$ cat src/rtl/seg_pkg.sv
package seg_pkg;
  localparam int unsigned DW       = 32;
  localparam int unsigned SEL_W    = 16;
  localparam int unsigned ACC_BIT  = 8;

  typedef enum logic [2:0] {
    ST_OK    = 3'd0,
    ST_NULL  = 3'd1,
    ST_TINV  = 3'd2,
    ST_LIMIT = 3'd3,
    ST_BAD   = 3'd4
  } status_e;

  typedef enum logic [3:0] {
    S_IDLE, S_LO_REQ, S_LO_RSP, S_HI_REQ, S_HI_RSP,
    S_EVAL, S_AC_REQ, S_AC_RSP, S_WR_REQ
  } fsm_e;

  typedef struct packed {
    logic [31:0] base;
    logic [31:0] limit;
    logic [3:0]  typ;
    logic        s;
    logic [1:0]  dpl;
    logic        p;
    logic        d;
    logic        g;
    logic [15:0] gsel;
    logic [31:0] goff;
    logic [4:0]  gcnt;
    logic        valid;
  } desc_t;
endpackage

$ cat src/rtl/seg_sel_check.sv
module seg_sel_check
  import seg_pkg::*;
#(
  parameter int unsigned ADDR_W = 32,
  parameter int unsigned LIM_W  = 32
) (
  input  logic [SEL_W-1:0]  sel_i,
  input  logic [ADDR_W-1:0] gdt_base_i,
  input  logic [LIM_W-1:0]  gdt_limit_i,
  input  logic [ADDR_W-1:0] ldt_base_i,
  input  logic [LIM_W-1:0]  ldt_limit_i,
  input  logic              ldt_valid_i,
  output logic              null_o,
  output logic              tinv_o,
  output logic              lim_flt_o,
  output logic [ADDR_W-1:0] addr_o
);
  localparam int unsigned EW = LIM_W + 1;

  logic              ti;
  logic [SEL_W-1:0]  offset;
  logic [LIM_W-1:0]  lim;
  logic [ADDR_W-1:0] base;
  logic [EW-1:0]     last_byte;

  always_comb begin
    ti        = sel_i[2];
    offset    = {sel_i[SEL_W-1:3], 3'b000};
    lim       = ti ? ldt_limit_i : gdt_limit_i;
    base      = ti ? ldt_base_i  : gdt_base_i;
    last_byte = EW'(offset) + EW'(7);
    null_o    = !ti && (sel_i[SEL_W-1:3] == '0);
    tinv_o    = ti && !ldt_valid_i;
    lim_flt_o = last_byte > {1'b0, lim};
    addr_o    = base + ADDR_W'(offset);
  end
endmodule

$ cat src/rtl/seg_desc_decode.sv
module seg_desc_decode
  import seg_pkg::*;
(
  input  logic [DW-1:0] lo_i,
  input  logic [DW-1:0] hi_i,
  output desc_t         desc_o
);
  logic [19:0] raw_lim;
  logic        tss16;
  logic        scale;
  logic        exp_dn;
  logic        gate_ok;

  always_comb begin
    desc_o.base  = {hi_i[31:24], hi_i[7:0], lo_i[31:16]};
    desc_o.typ   = hi_i[11:8];
    desc_o.s     = hi_i[12];
    desc_o.dpl   = hi_i[14:13];
    desc_o.p     = hi_i[15];
    desc_o.d     = hi_i[22];
    desc_o.g     = hi_i[23];
    desc_o.gsel  = lo_i[31:16];
    desc_o.goff  = {hi_i[31:16], lo_i[15:0]};
    desc_o.gcnt  = hi_i[4:0];

    raw_lim = {hi_i[19:16], lo_i[15:0]};
    tss16   = !desc_o.s && (desc_o.typ == 4'd1 || desc_o.typ == 4'd3);
    scale   = desc_o.g && !tss16;
    exp_dn  = desc_o.s && !desc_o.typ[3] && desc_o.typ[2];
    if (scale) desc_o.limit = {raw_lim, exp_dn ? 12'h000 : 12'hfff};
    else       desc_o.limit = {12'h000, raw_lim};

    gate_ok = (hi_i[7:5] == 3'b000);
    if (desc_o.s) desc_o.valid = 1'b1;
    else begin
      unique case (desc_o.typ)
        4'd0, 4'd8, 4'd10, 4'd13:               desc_o.valid = 1'b0;
        4'd4, 4'd6, 4'd7, 4'd12, 4'd14, 4'd15:  desc_o.valid = gate_ok;
        default:                                desc_o.valid = 1'b1;
      endcase
    end
  end
endmodule

$ cat src/rtl/seg_desc_fetch.sv
module seg_desc_fetch
  import seg_pkg::*;
#(
  parameter int unsigned ADDR_W = 32,
  parameter int unsigned LIM_W  = 32
) (
  input  logic              clk_i,
  input  logic              rst_ni,
  input  logic              req_valid_i,
  output logic              req_ready_o,
  input  logic [15:0]       sel_i,
  input  logic [ADDR_W-1:0] gdt_base_i,
  input  logic [LIM_W-1:0]  gdt_limit_i,
  input  logic [ADDR_W-1:0] ldt_base_i,
  input  logic [LIM_W-1:0]  ldt_limit_i,
  input  logic              ldt_valid_i,
  output logic              mem_req_valid_o,
  input  logic              mem_req_ready_i,
  output logic              mem_req_we_o,
  output logic [ADDR_W-1:0] mem_req_addr_o,
  output logic [31:0]       mem_req_wdata_o,
  input  logic              mem_rsp_valid_i,
  input  logic [31:0]       mem_rsp_rdata_i,
  output logic              done_o,
  output logic [2:0]        status_o,
  output logic [31:0]       desc_base_o,
  output logic [31:0]       desc_limit_o,
  output logic [3:0]        desc_type_o,
  output logic              desc_s_o,
  output logic [1:0]        desc_dpl_o,
  output logic              desc_p_o,
  output logic              desc_d_o,
  output logic              desc_g_o,
  output logic [15:0]       gate_sel_o,
  output logic [31:0]       gate_off_o,
  output logic [4:0]        gate_cnt_o
);
  localparam logic [ADDR_W-1:0] HI_OFS = ADDR_W'(4);

  fsm_e              state_q;
  logic [ADDR_W-1:0] addr_q;
  logic [DW-1:0]     lo_q, hi_q, acc_q;
  logic              done_q;
  status_e           status_q;

  logic              sc_null, sc_tinv, sc_lim;
  logic [ADDR_W-1:0] sc_addr;
  desc_t             dec;

  seg_sel_check #(.ADDR_W(ADDR_W), .LIM_W(LIM_W)) u_sel (
    .sel_i       (sel_i),
    .gdt_base_i  (gdt_base_i),
    .gdt_limit_i (gdt_limit_i),
    .ldt_base_i  (ldt_base_i),
    .ldt_limit_i (ldt_limit_i),
    .ldt_valid_i (ldt_valid_i),
    .null_o      (sc_null),
    .tinv_o      (sc_tinv),
    .lim_flt_o   (sc_lim),
    .addr_o      (sc_addr)
  );

  seg_desc_decode u_dec (
    .lo_i   (lo_q),
    .hi_i   (hi_q),
    .desc_o (dec)
  );

  logic accept;
  assign req_ready_o = (state_q == S_IDLE) && !done_q;
  assign accept      = req_valid_i && req_ready_o;

  always_ff @(posedge clk_i or negedge rst_ni) begin
    if (!rst_ni) begin
      state_q  <= S_IDLE;
      addr_q   <= '0;
      lo_q     <= '0;
      hi_q     <= '0;
      acc_q    <= '0;
      done_q   <= 1'b0;
      status_q <= ST_OK;
    end else begin
      done_q <= 1'b0;
      unique case (state_q)
        S_IDLE: if (accept) begin
          if (sc_null || sc_tinv || sc_lim) begin
            done_q   <= 1'b1;
            status_q <= sc_null ? ST_NULL : (sc_tinv ? ST_TINV : ST_LIMIT);
          end else begin
            addr_q  <= sc_addr;
            state_q <= S_LO_REQ;
          end
        end
        S_LO_REQ: if (mem_req_ready_i) state_q <= S_LO_RSP;
        S_LO_RSP: if (mem_rsp_valid_i) begin
          lo_q    <= mem_rsp_rdata_i;
          state_q <= S_HI_REQ;
        end
        S_HI_REQ: if (mem_req_ready_i) state_q <= S_HI_RSP;
        S_HI_RSP: if (mem_rsp_valid_i) begin
          hi_q    <= mem_rsp_rdata_i;
          state_q <= S_EVAL;
        end
        S_EVAL: begin
          if (!dec.valid) begin
            done_q   <= 1'b1;
            status_q <= ST_BAD;
            state_q  <= S_IDLE;
          end else if (dec.s && dec.p) begin
            state_q <= S_AC_REQ;
          end else begin
            done_q   <= 1'b1;
            status_q <= ST_OK;
            state_q  <= S_IDLE;
          end
        end
        S_AC_REQ: if (mem_req_ready_i) state_q <= S_AC_RSP;
        S_AC_RSP: if (mem_rsp_valid_i) begin
          if (mem_rsp_rdata_i[ACC_BIT]) begin
            done_q   <= 1'b1;
            status_q <= ST_OK;
            state_q  <= S_IDLE;
          end else begin
            acc_q   <= mem_rsp_rdata_i;
            state_q <= S_WR_REQ;
          end
        end
        S_WR_REQ: if (mem_req_ready_i) begin
          done_q   <= 1'b1;
          status_q <= ST_OK;
          state_q  <= S_IDLE;
        end
        default: state_q <= S_IDLE;
      endcase
    end
  end

  always_comb begin
    mem_req_valid_o = (state_q == S_LO_REQ) || (state_q == S_HI_REQ) ||
                      (state_q == S_AC_REQ) || (state_q == S_WR_REQ);
    mem_req_we_o    = (state_q == S_WR_REQ);
    mem_req_addr_o  = (state_q == S_LO_REQ) ? addr_q : addr_q + HI_OFS;
    mem_req_wdata_o = acc_q | (DW'(1) << ACC_BIT);
  end

  assign done_o       = done_q;
  assign status_o     = status_q;
  assign desc_base_o  = dec.base;
  assign desc_limit_o = dec.limit;
  assign desc_type_o  = dec.typ;
  assign desc_s_o     = dec.s;
  assign desc_dpl_o   = dec.dpl;
  assign desc_p_o     = dec.p;
  assign desc_d_o     = dec.d;
  assign desc_g_o     = dec.g;
  assign gate_sel_o   = dec.gsel;
  assign gate_off_o   = dec.goff;
  assign gate_cnt_o   = dec.gcnt;
endmodule

$ cat config.mk
export PLATFORM = sky130hd
export DESIGN_NAME = seg_desc_fetch
export DESIGN_NICKNAME = d
export VERILOG_FILES = /design/src/rtl/seg_pkg.sv /design/src/rtl/seg_sel_check.sv /design/src/rtl/seg_desc_decode.sv /design/src/rtl/seg_desc_fetch.sv
export SDC_FILE = /design/constraint.sdc
export NUM_CORES = 1
export LEC_CHECK = 0
export BUFFER_PORTS_ARGS = -buffer_cell sky130_fd_sc_hd__clkbuf_2
export CAP_MARGIN = 5
export CELL_PAD_IN_SITES_DETAIL_PLACEMENT = 1
export CELL_PAD_IN_SITES_GLOBAL_PLACEMENT = 2
export CORE_MARGIN = 4
export CORE_UTILIZATION = 31
export CTS_BUF_LIST = sky130_fd_sc_hd__clkbuf_4
export CTS_CLUSTER_SIZE = 40
export DETAILED_ROUTE_END_ITERATION = 6
export PLACE_DENSITY_LB_ADDON = 0.2
export SLEW_MARGIN = 15
export SYNTH_ARGS = -nofsm -noshare
export SYNTH_HDL_FRONTEND = slang
export SYNTH_SLANG_ARGS = --single-unit
$ cat constraint.sdc
create_clock -name clk_i -period 3.7 [get_ports clk_i]
set_clock_uncertainty 0.15 [all_clocks]
set_input_delay 0.185 -clock clk_i [delete_from_list [all_inputs] [get_ports clk_i]]
set_output_delay 0.185 -clock clk_i [all_outputs]
set_load 0.02 [all_outputs]
# == After elaboration in Yosys (flattened, before gate mapping) ==
# Cells that the tools add are included.
# word_totals
wordCells,116
input_bits,182
output_inout_bits,198
reg_bits,135
# op_classes
muxes,38
n_reduce_logical,34
eq_ne,31
n_addsub,3
n_lt_le_gt_ge,1
bitwise_logic,2
# ops
operator,count
$mux 32,4
$mux 4,10
$pmux 4 s9,1
$gt 33x32->1,1
$add 32x16->32,1
$add 32x3->32 const B,1
$eq 4x3->1 const B,7
$eq 4x4->1 const B,7
$mux 3,9
$ne 2x2->1 const B,10
$add 16x3->17 const B,1
$logic_not 13->1,1
$eq 4x2->1 const B,3
$mux 12,1
$pmux 3 s4,1
$logic_and 1x1->1,9
$mux 1,9
$reduce_and 9->1,1
$eq 4x1->1 const B,2
$logic_not 4->1,2
$reduce_and 7->1,1
$logic_not 1->1,6
$logic_or 1x1->1,6
$reduce_and 3->1,2
11 further kinds,13

# == Logic depth before layout (Yosys ltp) ==
# depth
ltp_word,7
mapped_depth,14

# == Cells and area by module ==
# From an unflattened synthesis, not the netlist that was laid out.
# hier_totals
cells_unflattened,824
area_unflattened_um2,9058.7
# by_module_without_submodules
module,area_each_um2,n_inst,cells_each,seq_area_each_um2
seg_desc_fetch,5914.4,1,429,3378.2
seg_sel_check,2055.7,1,253,0.0
seg_desc_decode,1088.5,1,142,0.0

# == Least setup slack after synthesis ==
# Ideal clock, no wire load.
# synth_timing
kind,in2reg
from,input port sel_i[2]
to,register addr_q[0]
stages,13
t_arrival_ns,3.037
setup_time_ns,0.125
path_buffers,5
required_ns,3.425
path_slack_ns,0.389
cell_sequence,buf_6 buf_4 clkbuf_1 buf_2 mux2i_1 ha_1 and3_1 a221oi_1 o21ai_0 a22oi_1 o21a_2 buf_6 mux2_2
# synth_between
elab_chain_cells,6
elab_cells_between_ends,11
classes_between,add/sub: 1; order compare: 1; mux: 2; bitwise: 1; reduce/logical: 6
# synth_rtl
element,line,text
from (decl),seg_desc_fetch.sv:11,"input logic [15:0] sel_i,"
"parallel branches: the longest is 6 deep, another holds $gt 33x32->1",n/a,
to (signal assigned),seg_desc_fetch.sv:90,addr_q <= sc_addr;
to (decl),seg_desc_fetch.sv:41,logic [ADDR_W-1:0] addr_q;
# Parallel ways; which one is timed is not known.
# A chain may end at the register's enable or synchronous reset.

# == Worst setup path in the final report ==
# layout_timing
from,register state_q[0]
to,output port mem_req_addr_o[30]
# layout_between
elab_chain_cells,2
# layout_rtl
element,line,text
from (decl),seg_desc_fetch.sv:40,fsm_e state_q;
from (signal assigned),seg_desc_fetch.sv:75,state_q <= S_IDLE;
from (signal assigned),seg_desc_fetch.sv:91,state_q <= S_LO_REQ;
from (signal assigned),seg_desc_fetch.sv:94,S_LO_REQ: if (mem_req_ready_i) state_q <= S_LO_RSP;
$eq 4x1->1,seg_desc_fetch.sv:142,mem_req_addr_o = (state_q == S_LO_REQ) ? addr_q : addr_q + HI_OFS;
$mux 32,seg_desc_fetch.sv:142,
to (decl),seg_desc_fetch.sv:20,"output logic [ADDR_W-1:0] mem_req_addr_o,"
# Every way passes these cells.

==> flow_metrics.env <==
export IMPL_p_leak_uw=0.005725
export IMPL_clock_sinks=135
export IMPL_drt_initial_drc_count=223
export IMPL_slew_violations=0
export IMPL_final_cell_mix="clkbuf_2, mux2_2, dfrtp_1, nand2_1, dlygate4sd3_1"
export IMPL_max_freq_ghz=0.3060
export IMPL_area_delta_synth_final_pct=35.12
export IMPL_initial_core_util_pct=31.66
export IMPL_ys_seq_elements=135
export IMPL_yosysSeqAreaShare_pct=39.38
export IMPL_async_flop_share_pct=100.0
export IMPL_cp_max_fo=16
export IMPL_detail_route_vias_per_cell=4.799
export IMPL_crit_chain="or4b_1 > nand3_1 > nor4_2 > and3_1 > nand4_1 > xnor2_1 > clkbuf_2"
export IMPL_grtUsageTotal_pct=18.18
export IMPL_path_class="reg2out"
export IMPL_synth_xor_area_share_pct=5.513
export IMPL_finalNetCount=1407
export IMPL_max_slew_margin_pct=45.60
export IMPL_holdWs_ps=53.59
export IMPL_wl_per_cell_um=17.73
export IMPL_powerDensity_mw_per_mm2=770.0
export IMPL_port_buffers=376
export IMPL_netlist_area_mm2=0.008579
export IMPL_core_area_mm2=0.02710
export IMPL_cts_root_buf="clkbuf_4"
export IMPL_setup_tns_ps=0
export IMPL_synth_warnings=0
export IMPL_grt_pass1_vias=8298
export IMPL_worstSetupEndpointType="primary output"
export IMPL_cts_tree="done"
export IMPL_setup_slack_ps=432.5
export IMPL_period_needed_ps=3267
export IMPL_ir_worst_vdd_v=0.0004078
export IMPL_insertion_delay_ps=510
export IMPL_hold_path_class="in2reg"
export IMPL_final_common_cell="clkbuf_2"
export IMPL_cp_slowest_cell="dfrtp_1"
export IMPL_fp_dieArea_mm2=0.03040
export IMPL_htreeDepth=4
export IMPL_dp_final_hpwl_um=22150
export IMPL_synth_top_family_by_area="multiplexers"
export IMPL_clk_pin_slew_ps=130
export IMPL_grt_first_pass_wirelength_um=44860
export IMPL_drt_total_wl_um=28050
export IMPL_period_share_pct=88.31
export IMPL_synthSimpleGateAreaFrac_pct=12.88
export IMPL_clockBufferDepth=2
export IMPL_critPathLaunchType="register"
export IMPL_synth_cells=796
export IMPL_crit_required_ps=3370
export IMPL_outcome="finished clean"
export IMPL_setup_violations=0
export IMPL_gp_congestion=0.7452
export IMPL_finish_utilization_pct=42.77
export IMPL_ys_flop_type="dfrtp_1"
export IMPL_syn_area_per_cell_um2=10.78
export IMPL_antenna_found_initial=1
export IMPL_yosysUniqueCellTypes=69
export IMPL_critPathMaxStageDelay_ps=600
export IMPL_synth_edf_count=0
export IMPL_finalHoldViolations=0
export IMPL_post_place_ws_ps=479.3
export IMPL_maxCapViolations=0
export IMPL_cts_resized=0
export IMPL_grt_max_degree=84
export IMPL_critical_path_arrival_ps=2930
export IMPL_grt_ovfl_total=0
export IMPL_rsz0062_at_grt="no"
export IMPL_fillers=3104
export IMPL_die_h_um=174.4
export IMPL_synth_area_mux_share_pct=22.97
export IMPL_cts_buffers=17
export IMPL_die_x_um=174.4
export IMPL_post_route_drc_count=0
export IMPL_std_cell_rows=60
export IMPL_synth_fa_ha_area_share_pct=4.171
export IMPL_synth_fp_nets=1006
export IMPL_synth_compound_area_share_pct=8.954
export IMPL_drive_gt1_share_pct=48.72
export IMPL_worstMarginPinSlew_ps=816.0
export IMPL_first_pass_iters=4
export IMPL_antenna_left=0
export IMPL_vias=7592
export IMPL_io_pins=380
[where the power goes]
group / leakage (µW) / switching [µW] / internal [µW]
registers: 0.00166 / 699 / 2150
logic: 0.00388 / 2950 / 1940
clock network: 0.000183 / 624 / 559
[metrics by stage]
| step | instances | area (µm²) | total power [µW] |
|---|---|---|---|
| after global placement | 1490 | 10650 | 7708 |
| after CTS | 1581 | 11590 | 9084 |
| after floorplan | 796 | 8579 | 6116 |
| after global routing | 1582 | 11590 | 9544 |
| final | 1582 | 11590 | 8926 |
| after detailed placement | 1490 | 10650 | 7810 |
[final timing paths]
| check | endpoint | startpoint | cells past startpoint | slack (ps) |
|---|---|---|---|---|
| worst max register to register | addr_q[21] | state_q[2] | 7 | 1260 |
| max in group asynchronous | hi_q[0] | rst_ni | 3 | 2360 |
| min in group asynchronous | acc_q[18] | rst_ni | 2 | 110 |
| worst min register to register | acc_q[22] | acc_q[22] | 1 | 360 |
| worst min-delay path | addr_q[20] | ldt_base_i[20] | 4 | 50 |
| worst max-delay path | mem_req_addr_o[30] | state_q[0] | 7 | 430 |
[worst max-delay path: cells and delay by family (launching register included)]
| kind | cells | cell delay (ps) |
|---|---|---|
| buffers and inverters | 1 | 190 |
| DFF | 1 | 600 |
| and+or+nand+nor | 5 | 1470 |
| xor gates and xnor gates | 1 | 160 |
[cells by family after synthesis]
logic type / count (synthesis)
and+or+nand+nor: 205
muxes: 178
DFF: 135
AOI/OAI and AO/OA: 107
buffers and inverters: 88
xor gates and xnor gates: 54
adders and majority gates: 28
other: 1
[sequential cells by signal, indices dropped and copies added (netlist names)]
name and cells:
acc_q 31, status_o 3, lo_q 32, state_q 4, addr_q 32, hi_q 32
done_o 1
[routing by layer]
metal | vias up | global-route usage (%) | wire, µm
met1 | 3708 | 22.97 | 12060
met5 | - | 0 | 0
met3 | 9 | 4.241 | 1566
li1 | 3654 | - | -
met2 | 221 | 32.19 | 14270
met4 | 0 | 2.936 | 149
[layout make-up]
class	count	area (µm²)	area share, %
antenna	1	2.502	0.02159
clock buffer	17	127.6	1.101
clock inverter	14	212.7	1.835
inverter	19	71.32	0.6152
multi-input combinational	573	4696	40.51
sequential	135	3378	29.14
tap	372	465.4	4.015
timing repair buffer	451	2639	22.76
[cell usage after synthesis, types with 2 or more instances]
| master | number | area [µm²] |
|---|---|---|
| o211ai_1 | 4 | 30.03 |
| nand3b_1 | 2 | 15.01 |
| a221oi_1 | 2 | 17.52 |
| buf_4 | 36 | 270.3 |
| o41ai_1 | 3 | 26.28 |
| nor3_1 | 10 | 50.05 |
| nand4b_1 | 3 | 26.28 |
| nand2_1 | 66 | 247.7 |
| and4_1 | 2 | 17.52 |
| nand4_1 | 19 | 118.9 |
| nor4_4 | 2 | 42.54 |
| mux2i_1 | 30 | 300.3 |
| a21o_1 | 17 | 127.6 |
| xnor2_1 | 37 | 324.1 |
| mux2_1 | 2 | 22.52 |
| nand2b_1 | 4 | 25.02 |
| and2_1 | 13 | 81.33 |
| a211oi_2 | 4 | 50.05 |
| clkbuf_1 | 11 | 41.29 |
| nand4_2 | 2 | 25.02 |
| nor2_1 | 24 | 90.09 |
| mux2_2 | 145 | 1633 |
| dfrtp_1 | 135 | 3378 |
| and3_1 | 8 | 50.05 |
| a21boi_0 | 2 | 15.01 |
| buf_6 | 5 | 56.30 |
| inv_1 | 19 | 71.32 |
| o21ai_0 | 20 | 100.1 |
| nor4_1 | 12 | 75.07 |
| ha_1 | 27 | 337.8 |
| buf_2 | 16 | 80.08 |
| a22oi_1 | 3 | 22.52 |
| a31oi_1 | 6 | 37.54 |
| xor2_1 | 17 | 148.9 |
| nand3_1 | 25 | 125.1 |
| a211oi_1 | 5 | 37.54 |
| a21oi_1 | 24 | 120.1 |
| or3_1 | 3 | 18.77 |
[what timing repair did]
action / in CTS / in global routing
hold buffers: 60 / 0
setup buffers: 0 / 0
endpoints found under the hold margin: 193 / 0
(Power assumes the default switching activity.)
